**config.mk**
```make
export PLATFORM = sky130hd
export DESIGN_NAME = rtc_secs
export DESIGN_NICKNAME = d
export VERILOG_FILES = /design/src/rtl/rtc_secs.sv
export SDC_FILE = /design/constraint.sdc
export NUM_CORES = 1
export LEC_CHECK = 0
export BUFFER_PORTS_ARGS = -buffer_cell sky130_fd_sc_hd__buf_2
export CORE_ASPECT_RATIO = 0.8
export CORE_MARGIN = 5
export CORE_UTILIZATION = 49
export CTS_CLUSTER_SIZE = 30
export DETAILED_ROUTE_END_ITERATION = 6
export PLACE_DENSITY_LB_ADDON = 0.25
export SYNTH_ARGS = -nofsm -noshare
export SYNTH_HDL_FRONTEND = slang
export SYNTH_SLANG_ARGS = --single-unit
```
**constraint.sdc**
```tcl
create_clock -name clk -period 3.3 [get_ports clk]
set_input_delay 0.495 -clock clk [delete_from_list [all_inputs] [get_ports clk]]
set_output_delay 0.495 -clock clk [all_outputs]
set_load 0.01 [all_outputs]
```
**src/rtl/rtc_secs.sv**
```systemverilog
module rtc_secs #(
  parameter int CLK_HZ = 50_000_000
) (
  input  logic        clk,
  input  logic        rst_n,
  input  logic        psel,
  input  logic        penable,
  input  logic        pwrite,
  input  logic [9:0]  paddr,
  input  logic [31:0] pwdata,
  input  logic [3:0]  pstrb,
  output logic [31:0] prdata,
  output logic        irq
);
  localparam int DIV_W = (CLK_HZ > 1) ? $clog2(CLK_HZ) : 1;
  localparam logic [DIV_W-1:0] DIV_LAST = DIV_W'(CLK_HZ - 1);

  localparam logic [9:0] A_SECS  = 10'h000;
  localparam logic [9:0] A_CMP   = 10'h001;
  localparam logic [9:0] A_PRE   = 10'h002;
  localparam logic [9:0] A_RUN   = 10'h003;
  localparam logic [9:0] A_IEN   = 10'h004;
  localparam logic [9:0] A_RAW   = 10'h005;
  localparam logic [9:0] A_GATED = 10'h006;
  localparam logic [9:0] A_ACK   = 10'h007;

  logic [31:0]      secs_q, cmp_q, pre_q;
  logic [DIV_W-1:0] div_q;
  logic             run_q, ien_q, raw_q;

  logic [31:0]      secs_nxt, pre_nxt;
  logic [DIV_W-1:0] div_nxt;
  logic             hit;

  wire wr     = psel & penable & pwrite;
  wire wr_cmp = wr & (paddr == A_CMP);
  wire wr_pre = wr & (paddr == A_PRE);
  wire wr_run = wr & (paddr == A_RUN) & pstrb[0];
  wire wr_ien = wr & (paddr == A_IEN) & pstrb[0];
  wire wr_ack = wr & (paddr == A_ACK);

  function automatic logic [31:0] lanes(input logic [31:0] old, input logic [31:0] nw,
                                        input logic [3:0] be);
    for (int i = 0; i < 4; i++)
      lanes[8*i +: 8] = be[i] ? nw[8*i +: 8] : old[8*i +: 8];
  endfunction

  function automatic logic [7:0] id_byte(input logic [2:0] idx);
    case (idx)
      3'd0: id_byte = 8'h31;
      3'd1: id_byte = 8'h10;
      3'd2: id_byte = 8'h14;
      3'd3: id_byte = 8'h00;
      3'd4: id_byte = 8'h0D;
      3'd5: id_byte = 8'hF0;
      3'd6: id_byte = 8'h05;
      default: id_byte = 8'hB1;
    endcase
  endfunction

  assign pre_nxt = lanes(pre_q, pwdata, pstrb);

  always_comb begin
    secs_nxt = secs_q;
    div_nxt  = div_q;
    if (wr_pre) begin
      secs_nxt = pre_nxt;
      div_nxt  = '0;
    end else if (run_q) begin
      if (div_q == DIV_LAST) begin
        div_nxt  = '0;
        secs_nxt = secs_q + 32'd1;
      end else begin
        div_nxt = div_q + 1'b1;
      end
    end
  end

  assign hit = (secs_nxt != secs_q) && (secs_nxt == cmp_q);

  always_ff @(posedge clk or negedge rst_n) begin
    if (!rst_n) begin
      secs_q <= '0;
      div_q  <= '0;
      cmp_q  <= '0;
      pre_q  <= '0;
      run_q  <= 1'b1;
      ien_q  <= 1'b0;
      raw_q  <= 1'b0;
    end else begin
      secs_q <= secs_nxt;
      div_q  <= div_nxt;
      if (wr_cmp) cmp_q <= lanes(cmp_q, pwdata, pstrb);
      if (wr_pre) pre_q <= pre_nxt;
      if (wr_run) run_q <= pwdata[0];
      if (wr_ien) ien_q <= pwdata[0];
      raw_q <= hit | (raw_q & ~wr_ack);
    end
  end

  assign irq = raw_q & ien_q;

  always_comb begin
    prdata = '0;
    if (paddr[9:3] == 7'h7F)
      prdata = {24'd0, id_byte(paddr[2:0])};
    else
      case (paddr)
        A_SECS:  prdata = secs_q;
        A_CMP:   prdata = cmp_q;
        A_PRE:   prdata = pre_q;
        A_RUN:   prdata = {31'd0, run_q};
        A_IEN:   prdata = {31'd0, ien_q};
        A_RAW:   prdata = {31'd0, raw_q};
        A_GATED: prdata = {31'd0, irq};
        default: prdata = '0;
      endcase
  end
endmodule

```
Word level (Yosys, flattened, before mapping)
Index checks and enable logic that the tools add are counted.
W data, S select, Z words.
{"block": "totals", "reg_bits": 125}
{"block": "op_classes", "addsub": 2, "n_eq_ne": 17, "n_mux": 13, "bitwise": 13, "reduce_logical": 8}
{"cell": "$pmux W32 S7", "count": 1}
{"cell": "$mux W32", "count": 4}
{"cell": "$mux W26", "count": 3}
{"cell": "$pmux W8 S7", "count": 1}
{"cell": "$eq A10 B3 Y1 const B", "count": 4}
{"cell": "$add A32 B1 Y32 const B", "count": 1}
{"cell": "$eq A32 B32 Y1", "count": 1}
{"cell": "$mux W8", "count": 4}
{"cell": "$ne A32 B32 Y1", "count": 1}
{"cell": "$add A26 B1 Y26 const B", "count": 1}
{"cell": "$eq A26 B26 Y1 const B", "count": 1}
{"cell": "$eq A10 B2 Y1 const B", "count": 2}
{"cell": "$and A1 B1 Y1", "count": 11}
{"cell": "$eq A10 B1 Y1 const B", "count": 1}
{"cell": "$logic_not A10 Y1", "count": 1}
{"cell": "$eq A3 B3 Y1 const B", "count": 3}
{"cell": "$reduce_and A2 Y1", "count": 4}
{"cell": "$eq A7 B7 Y1 const B", "count": 1}
{"cell": "$eq A3 B2 Y1 const B", "count": 2}
{"cell": "$eq A3 B1 Y1 const B", "count": 1}
{"cell": "$logic_not A3 Y1", "count": 1}
{"cell": "$reduce_bool A2 Y1", "count": 1}
{"cell": "$logic_and A1 B1 Y1", "count": 1}
{"cell": "$not A1 Y1", "count": 1}
{"cell": "$or A1 B1 Y1", "count": 1}

Longest topological paths before layout
Gate-level depths: netlist (run 1).
{"block": "depth", "word_depth": 7, "depth_mapped": 12}

Worst setup path before layout (run 1)
Ideal clock, no wire load.
{"block": "synth_path", "kind": "register to register", "from": "reg div_q[0]", "to": "reg raw_q", "setup_time_ns": 0.092, "arrival_time_ns": 2.993, "t_required_ns": 3.208, "setup_slack_ns": 0.215, "stages_incl_launch_ff": 13, "path_buffers": 1, "period_less_slack_ns": 3.085, "cell_sequence": "dfrtp_1 > ha_1 > and3_1 > nand2_1 > clkbuf_1 > nor4_4 > and2_1 > nor2_1 > a2111o_1 > nor4_2 > nand4_1 > or3_1 > o31ai_2"}
{"block": "synth_between", "elab_chain_cells": 7, "elab_cells_between_ends": 8}
{"element": "from (decl)", "line": "28", "rtl": "logic [DIV_W-1:0] div_q;"}
{"element": "from (signal assigned)", "line": "92", "rtl": "div_q <= div_nxt;"}
{"element": "$eq A26 B26 Y1 *", "line": "70", "rtl": "if (div_q == DIV_LAST) begin"}
{"element": "$mux W32 *", "line": "70"}
{"element": "$mux W32 *", "line": "69", "rtl": "end else if (run_q) begin"}
{"element": "$mux W32 *", "line": "66", "rtl": "if (wr_pre) begin"}
{"element": "$ne A32 B32 Y1 or $eq A32 B32 Y1 (tied branches)", "line": "79", "rtl": "assign hit = (secs_nxt != secs_q) && (secs_nxt == cmp_q);"}
{"element": "$logic_and A1 B1 Y1 *", "line": "79"}
{"element": "$or A1 B1 Y1 *", "line": "97", "rtl": "raw_q <= hit | (raw_q & ~wr_ack);"}
{"element": "to (signal assigned)", "line": "97"}
{"element": "to (decl)", "line": "29", "rtl": "logic run_q, ien_q, raw_q;"}
Every way passes the cells marked *; elsewhere a longest branch is shown, timed or not.
A chain may end at the register's enable or synchronous reset.

Worst setup path after layout (run 1)
{"block": "layout_path", "from": "reg div_q[11]", "to": "reg raw_q"}
The elaborated chain is that of the path after synthesis.

==> reports/results.ini, run 1 <==
[status]
status=completed

[floorplanning]
dieWidth_um=163
die_area_um2=21500
fp.coreArea_um2=18200
start_util_pct=50.2
rows=44
pin_count=84
fp.dieH_um=132

[timing]
relSlewSlack_pct=46.7
min_period_ns=3.26
post-route-period-util_pct=98.8
skew_ns=0.00945
max_freq_mhz=307
setup_viol=0
tightestPinTransition_ns=0.788
hold-worst-slack_ns=0.0536
hold_viol_final=0
drv_slew=0

[cells_and_area]
fin_cells=1535
diodes=0
drive_above_1_share_pct=30.0
area.growth.synth_to_final_pct=27.3
fin_nets=1323
num-fill-cells=1600
multi_input_area_um2=5800
final-seq-area_um2=3140

[detailed_routing]
wl_per_cell_um=22.9
viasPerCell=6.14
routed_wl_um=35200
vias=9423
ant_nets=0
firstDrtPassIters=6
drt-initial-drc-count=1130
drc=0

[setup_path]
crit_fanout=5
rr_worst_depth=11
endpoint_kind=flop
crit_chain=nor4_4 > nand4_1 > buf_4 > nor4_4 > buf_4 > nand4_1 > xnor2_1 > o221a_2 > o2bb2ai_1 > or3_1 > o31ai_2
critical_path.max_stage_delay_ns=0.45
slowest_stage=dfrtp_2
required_ns=3.64
r2r_start=div_q[11]
reg2reg_slack_ns=0.04
critPathArrivalTime_ns=3.60
rr_endpoint=raw_q
worstSetupStartpointType=flop
crit_type=flop to flop

[pwr]
powerDensity_nw_per_um2=329
p_sw_share_pct=24.4
internal_power_mw=2.89
comb_power_share_pct=8.7
clkPwrFrac_pct=50.8
total_power_mw=3.83
seq_power_share_pct=40.5
p_leak_nw=5.25
p_sw_mw=0.935
peakVddDrop_uv=289

[synthesis]
yosysTopAreaCell=dfrtp_1
netlist_area_um2=9140
syn_nets=1128
ys_top_cells_by_count=nor2_1, dfrtp_1, a21oi_1
yosys_warnings=0
synth_top_flop_cell=dfrtp_1
seq_area_frac_synth_pct=34.2
synth_top_cell_area_share_pct=33.9
synth_most_common_cell=nor2_1
synth_area_per_cell_um2=8.50
synthCells=1075
synth.area.top_cells=dfrtp_1, mux2i_1, nor2_1
synth_edf_count=0
ys_async_sr_fraction_pct=100
synth.distinct_cells=78
ys_ff_latch=125

[grt]
gr-total-overflow=0
grtUsageTotal_pct=32.2
grt_pass1_vias=8904
grt_pass1_wl_um=53500
grt_max_degree=63
antenna_found_initial=0

[cts]
clkLatencyLatePin_ns=0.43
numCtsBuffers=17
cts.sinks=125
clk_pin_slew_ns=0.06
h-tree-depth=4
hold_buffers=0
clockBufferDepth=2
cts_tree=done
root_buffer=clkbuf_16

[place]
io_buffers=83
gp_congestion=1.07
dpl.cell_count=1491
hpwl_um=26900

[job]
cap_viol_max_count=0

[worst_hold_path]
hp-class=primary input to asynchronous set/reset pin

[power by group through the flow]
stage	logic, mW	clock network (mW)	registers, mW
after floorplan	0.153	0	1.58
after detailed placement	0.327	0	1.58
after global placement	0.325	0	1.58
after global routing	0.361	2.03	1.55
after CTS	0.329	1.96	1.55
final	0.335	1.94	1.55
[sequential cells by signal (all words and copies together) (netlist names)]
name and flops:
pre_q 32, ien_q 1, cmp_q 32, run_q 1, raw_q 1, div_q 26
secs_q 32
[worst max path at each step]
stage / slack [ns] / startpoint / depth (start not counted) / endpoint
after floorplan: 0.22 / div_q[0] / 12 / raw_q
after global placement: -0.05 / div_q[24] / 12 / raw_q
after detailed placement: -0.06 / pstrb[3] / 12 / raw_q
after CTS: 0.0006 / div_q[1] / 12 / raw_q
after global routing: -0.06 / div_q[11] / 10 / raw_q
final: 0.04 / div_q[11] / 11 / raw_q
[through the flow]
stage	util, %	area [um2]	TNS [ns]	setup slack, ns
floorplan	-	9140	0	0.215
global placement	59.0	10700	-0.0524	-0.0524
detailed placement	59.0	10700	-0.0571	-0.0571
CTS	62.4	11400	0	0.000605
global route	63.9	11600	-0.0641	-0.0641
finish	63.9	11600	0	0.0404
[logic make-up after synthesis]
family,count (synthesis),synth area share (%)
AOI/OAI and AO/OA,206,14.5
xor gates and xnor gates,79,7.57
adders and majority gates,2,0.274
buffers and inverters,90,4.37
DFF,125,34.2
muxes,121,14.1
and+or+nand+nor,452,25.0
[cells in the final DEF, fill, tap and decap left out, types with 32 or more instances in the layout]
master,instances
o21ai_0,38
a21oi_1,77
buf_2,82
mux2_2,52
nand3_1,32
xnor2_1,51
dfrtp_1,119
mux2i_1,68
nor2_1,169
nand2_1,72
buf_4,159
[timing repair]
item | CTS | global route
setup endpoints to repair | 1 | 3
buffers inserted | 1 | 12
pin swaps | 1 | 15
resized for setup | 2 | 40
[critical path: cells and delay by family (launching register included)]
family          cells  cell delay, ns
flops               1            0.45
xor+xnor            1            0.36
buf+inv             2            0.42
compound gates      3            0.53
simple gates        5            1.41
[area by class of cell]
cell class / instances / share of cell area (%)
flip-flops and latches: 125 / 26.9
inverters: 18 / 0.581
repair buffers: 248 / 14.8
well taps: 253 / 2.72
clock inverters: 10 / 1.20
multi-input cells: 860 / 49.8
clock buffers: 21 / 3.96
[per-layer routing]
layer | wire [um] | global-route usage, % | up-vias
met5 | 0 | 0 | -
met4 | 831 | 8.52 | 0
met3 | 3990 | 9.75 | 65
met2 | 14500 | 45.4 | 532
met1 | 15900 | 48.0 | 4535
li1 | - | - | 4291
Power figures use the tool's default switching activity.
==> run 2, diff against run 1 <==
Settings changed: CORE_ASPECT_RATIO 0.8 to 1.25, GPL_TIMING_DRIVEN from default to 0.
==> reports/results.ini, run 2 (same netlist as run 1, synthesis figures left out) <==
[timing]
max_freq_mhz=293  ; -4.6%
setup_viol=1  ; +1
min_period_ns=3.42  ; +0.159 ns
tightestPinTransition_ns=0.979  ; +0.191 ns
worst_slack_ns=-0.118  ; -0.159 ns
hold-worst-slack_ns=0.0288  ; -0.0248 ns
relSlewSlack_pct=34.7  ; -12 points
drv_slew=0  ; unchanged
setup_tns_ns=-0.118  ; -0.118 ns
hold_viol_final=0  ; unchanged
rsz0062_at_grt=yes
skew_ns=0.0118  ; +0.00236 ns
post-route-period-util_pct=104  ; +4.8 points

[pwr]
p_leak_nw=4.74  ; -9.9%
powerDensity_nw_per_um2=358  ; +8.8%
total_power_mw=3.87  ; +1.1%
peakVddDrop_uv=318  ; +9.8%

[setup_path]
critical_path.max_stage_delay_ns=0.41  ; -0.04 ns
startpoint=div_q[0]
reg2reg_slack_ns=-0.12  ; -0.16 ns
worst-path-buf-inv=2  ; unchanged
required_ns=3.65  ; about the same
path_delay_family=simple AND/OR/NAND/NOR gates
r2r_start=div_q[0]
critPathArrivalTime_ns=3.77  ; +0.17 ns
crit_type=flop to flop
slowest_stage=or3_4
rr_worst_depth=13  ; +2
endpoint_kind=flop
worstSetupStartpointType=flop
crit_fanout=10  ; +5
critPathCapture=raw_q
rr_endpoint=raw_q
crit_chain=ha_2 > and3_2 > nand2_1 > clkbuf_4 > nor4_4 > buf_4 > and2_4 > nor2_1 > a2111o_1 > nor4_2 > nand4_1 > or3_4 > o31ai_2
cp.depth=13  ; +2

[cts]
numCtsBuffers=17  ; unchanged
cts.sinks=125  ; unchanged
clockBufferDepth=2  ; unchanged
cts_tree=done
clkLatencyLatePin_ns=0.44  ; about the same
clk_pin_slew_ns=0.07  ; about the same
hold_buffers=0  ; unchanged
h-tree-depth=4  ; unchanged
root_buffer=clkbuf_16

[grt]
grt_pass1_wl_um=55600  ; +3.9%
met1_usage_pct=40.5  ; -7.5 points
antenna_found_initial=0  ; unchanged
busiest_layer=met2
grt_max_degree=65  ; +3.2%
use_met2_pct=58.6  ; +13 points
met3_usage_pct=5.44  ; -4.3 points
gr-total-overflow=0  ; unchanged
grtUsageTotal_pct=33.9  ; +1.6 points
grt_pass1_vias=9130  ; +2.5%

[detailed_routing]
ant_nets=0  ; unchanged
viasPerCell=6.46  ; +5.3%
routed_wl_um=36700  ; +4.4%
drc=0  ; unchanged
wl_per_cell_um=25.7  ; +12%
firstDrtPassIters=5  ; -1
drt-initial-drc-count=1010  ; -11%
vias=9237  ; -2.0%

[place]
io_buffers=79  ; -4.8%
hpwl_um=27900  ; +3.7%
place_area_um2=9860  ; -8.3%
gp_congestion=1.07  ; about the same
dp_worst_setup_slack_ns=-0.846  ; -0.789 ns

[floorplanning]
die_area_um2=21500  ; unchanged
dieWidth_um=132  ; -19%
start_util_pct=50.1  ; about the same
fp.coreArea_um2=18200  ; about the same
fp.dieH_um=163  ; +23%
rows=55  ; +25%
pin_count=84  ; unchanged

[cells_and_area]
area.growth.synth_to_final_pct=18.3
reg_top3=cmp_q (32), pre_q (32), secs_q (32)
num-fill-cells=1660  ; +3.8%
fin_area_um2=10800  ; -7.1%
layout_common_cells=nor2_1, dfrtp_1, buf_2, a21oi_1, nand2_1
diodes=0  ; unchanged
layout_commonest_cell=nor2_1
fin_nets=1242  ; -6.1%
drive_above_1_share_pct=23.1  ; -6.9 points

[status]
status=finished with violations
violations=setup timing

[worst_hold_path]
hp-class=primary input to asynchronous set/reset pin

[job]
cap_viol_max_count=0  ; unchanged

run 2: cell count changes in the layout (fill, tap and decap cells not counted), moves of 4 or more:
cell / change
buf_1: +6
buf_12: -4
buf_2: +14
buf_4: -130
clkbuf_1: +21
clkbuf_2: +8
dfrtp_1: -6
dfrtp_2: +6
run 2: per-stage QoR:
step           std cells  util [%]
2_1_floorplan       1075         -
3_3_place_gp        1382      53.9
3_5_place_dp        1383      54.0
4_1_cts             1427      59.1
5_1_grt             1429      59.3
6_report            1429      59.3
run 2: worst min-delay path by stage:
stage	startpoint	end	cells past startpoint
finish	rst_n	cmp_q[25]	1
global placement	pre_q[0]	pre_q[0]	2
CTS	rst_n	cmp_q[25]	1
global route	rst_n	cmp_q[25]	1
floorplan	rst_n	cmp_q[0]	0
detailed placement	pre_q[8]	pre_q[8]	1
run 2: area by class of cell:
| type | count | area (um2) | share of cell area, % |
|---|---|---|---|
| buffer | 69 | 352 | 3.25 |
| clock buffer | 19 | 453 | 4.19 |
| clock inverter | 12 | 163 | 1.50 |
| inverter | 18 | 67.6 | 0.625 |
| multi-input combinational | 860 | 5790 | 53.5 |
| sequential | 125 | 3140 | 29.1 |
| tap | 228 | 285 | 2.64 |
| timing repair buffer | 98 | 564 | 5.22 |
run 2: what timing repair did:
item | in CTS | in global routing
endpoints found under the setup margin | 22 | 18
setup buffers | 16 | 2
cloned | 0 | 0
resized for setup | 52 | 12
pin swaps | 12 | 2
run 2: routing by layer:
layer | routed length (um) | up-vias | part of all wire, %
met5 | 0 | - | 0
met4 | 2130 | 0 | 5.8
met3 | 2400 | 123 | 6.5
met2 | 18200 | 427 | 50
met1 | 14000 | 4576 | 38
li1 | - | 4111 | -
run 2: worst register-to-register path, cell delays in order, from the launching register on:
cell,delay [ns]
dfrtp_1,0.38
ha_2,0.23
and3_2,0.24
nand2_1,0.16
clkbuf_4,0.25
nor4_4,0.28
buf_4,0.20
and2_4,0.16
nor2_1,0.08
a2111o_1,0.36
nor4_2,0.25
nand4_1,0.11
or3_4,0.41
o31ai_2,0.24
run 2: power by group:
group / leakage [nW] / switching [mW] / total [mW] / internal (mW)
Clock: 0.284 / 0.789 / 2.02 / 1.23
Combinational: 2.87 / 0.198 / 0.302 / 0.103
Sequential: 1.58 / 0.00995 / 1.55 / 1.54
Total: 4.74 / 0.997 / 3.87 / 2.87
==> run 3, diff against run 2 <==
--- a/config.mk
+++ b/config.mk
@@ -8,10 +8,10 @@
 export BUFFER_PORTS_ARGS = -buffer_cell sky130_fd_sc_hd__buf_2
 export CORE_ASPECT_RATIO = 1.25
-export CORE_MARGIN = 5
+export CORE_MARGIN = 2
 export CORE_UTILIZATION = 49
 export CTS_CLUSTER_SIZE = 30
 export DETAILED_ROUTE_END_ITERATION = 6
 export GPL_TIMING_DRIVEN = 0
-export PLACE_DENSITY_LB_ADDON = 0.25
+export PLACE_DENSITY = 0.68
 export SYNTH_ARGS = -nofsm -noshare
 export SYNTH_HDL_FRONTEND = slang
==> constraint.sdc (replaced) <==
create_clock -name clk -period 3.3 [get_ports clk]
set_input_delay 0.495 -clock clk [delete_from_list [all_inputs] [get_ports clk]]
set_output_delay 0.495 -clock clk [all_outputs]
set_load 0.05 [all_outputs]
==> reports/results.ini, run 3 (same netlist as run 1, synthesis figures left out) <==
[timing]
min_period_ns=3.34  ; -0.0770 ns
setup_viol=1  ; unchanged
tightestPinTransition_ns=1.03  ; +0.0491 ns
post-route-period-util_pct=101  ; -2.3 points
skew_ns=0.0101  ; -0.00167 ns
rsz0062_at_grt=yes
hold_viol_final=0  ; unchanged
relSlewSlack_pct=31.5  ; -3.3 points
max_freq_mhz=299  ; +2.3%
worst_slack_ns=-0.0413  ; +0.0770 ns
drv_slew=0  ; unchanged
hold-worst-slack_ns=0.0345  ; +0.00568 ns

[cells_and_area]
layout_common_cells=nor2_1, dfrtp_1, buf_2, a21oi_1, nand2_1
num-fill-cells=1696  ; +2.2%
final-seq-area_um2=3140  ; -0.12%
utilization_pct=59.9  ; +0.56 points
multi_input_area_um2=5850  ; +1.2%
diodes=0  ; unchanged
reg_top3=cmp_q (32), pre_q (32), secs_q (32)
fin_cells=1427  ; -0.14%
fin_nets=1239  ; -0.24%
area.growth.synth_to_final_pct=19.0
layout_commonest_cell=nor2_1
drive_above_1_share_pct=23.4  ; +0.21 points

[pwr]
powerDensity_nw_per_um2=355  ; -0.74%
total_power_mw=3.86  ; -0.18%
peakVddDrop_uv=344  ; +8.5%
p_leak_nw=4.76  ; +0.58%

[cts]
root_buffer=clkbuf_16
cts.sinks=125  ; unchanged
h-tree-depth=4  ; unchanged
clk_pin_slew_ns=0.06  ; about the same
numCtsBuffers=17  ; unchanged
hold_buffers=0  ; unchanged
clkLatencyLatePin_ns=0.43  ; about the same
cts_tree=done
clockBufferDepth=2  ; unchanged

[setup_path]
critical_path.max_stage_delay_ns=0.56  ; +0.15 ns
required_ns=3.64  ; about the same
crit_chain=clkbuf_4 > nand2_1 > or4_4 > buf_6 > or2_4 > o21ai_2 > o2111a_1 > a31oi_1 > a2111oi_4 > nand4_1 > or3_4 > o31ai_2
slowest_stage=or4_4
crit_fanout=7  ; -3
crit_type=flop to flop
endpoint_kind=flop
startpoint=secs_q[14]
worstSetupStartpointType=flop
critPathArrivalTime_ns=3.68  ; -0.09 ns
r2r_start=secs_q[14]

[detailed_routing]
vias=9197  ; -0.43%
wl_per_cell_um=24.7  ; -3.9%
drc=0  ; unchanged
routed_wl_um=35300  ; -4.0%
ant_nets=0  ; unchanged
firstDrtPassIters=5  ; unchanged
drt-initial-drc-count=1006  ; -0.40%
viasPerCell=6.44  ; -0.29%

[place]
gp_congestion=1.09  ; +1.6%
dp_worst_setup_slack_ns=-0.853  ; -0.00715 ns
hpwl_um=26900  ; -3.7%
io_buffers=79  ; unchanged
dpl.cell_count=1383  ; unchanged

[floorplanning]
die_area_um2=19800  ; -8.1%
start_util_pct=50.3  ; +0.19 points
rows=55  ; unchanged
pin_count=84  ; unchanged
fp.dieH_um=157  ; -3.7%
dieWidth_um=126  ; -4.5%
fp.coreArea_um2=18200  ; -0.38%

[grt]
grtUsageTotal_pct=36.0  ; +2.2 points
grt_max_degree=65  ; unchanged
antenna_found_initial=0  ; unchanged
grt_pass1_wl_um=53500  ; -3.8%
grt_pass1_vias=8963  ; -1.8%
gr-total-overflow=0  ; unchanged

[status]
violations=setup timing
status=finished with violations

[worst_hold_path]
hp-class=primary input to asynchronous set/reset pin

[job]
cap_viol_max_count=0  ; unchanged

==> run 3: cell count changes in the layout (fill, tap and decap cells not counted), sizes merged <==
cell	change
inv	-1
clkinv	+1
buf	-4
clkbuf	+2
==> run 3: final timing paths <==
path                        endpoint  slack (ns)  cells past startpoint
min in group clk           cmp_q[27]        0.31                      2
setup / recovery               raw_q       -0.04                     12
hold / removal             cmp_q[28]        0.03                      1
hold reg to reg             pre_q[8]        0.52                      1
max in group asynchronous      run_q        2.49                      2
setup reg to reg               raw_q       -0.04                     12
==> run 3: worst max-delay path: cells and delay by family (launching register included) <==
kind                   cells  cell delay (ns)
AND/OR/NAND/NOR            5             1.51
AO/OA/AOI/OAI              5             1.03
buffers and inverters      2             0.36
flip-flops                 1             0.33
==> run 3: per-stage QoR <==
step | TNS, ns | cell area, um2
global route | -0.140 | 10900
floorplan | 0 | 9140
detailed placement | -18.53 | 9860
finish | -0.0413 | 10900
global placement | -19.35 | 9820
CTS | 0 | 10800
==> run 3: area by class of cell <==
type / count / area share (%)
multi-input cells: 860 / 53.8
flip-flops and latches: 125 / 28.9
repair buffers: 95 / 4.98
clock buffers: 20 / 4.20
plain buffers: 69 / 3.37
well taps: 228 / 2.62
clock inverters: 12 / 1.50
inverters: 18 / 0.621
==> run 3: repair_timing <==
item / CTS / global route
buffers inserted: 10 / 5
resized for setup: 51 / 25
pin swaps: 10 / 8
setup endpoints to repair: 31 / 32
==> run 3: where the power goes <==
group          internal [mW]  switching (mW)  leakage [nW]
clock                   1.23           0.770         0.285
sequential              1.54          0.0103          1.59
combinational          0.105           0.204          2.89
total                   2.88           0.985          4.76
==> run 3: routing by layer <==
metal,part of all wire [%],global-route usage (%),routed length [um],up-vias
li1,-,-,-,4117
met1,38,42.8,13500,4525
met2,48,60.8,17000,419
met3,6.8,6.67,2410,136
met4,6.9,21.2,2420,0
met5,0,0,0,-
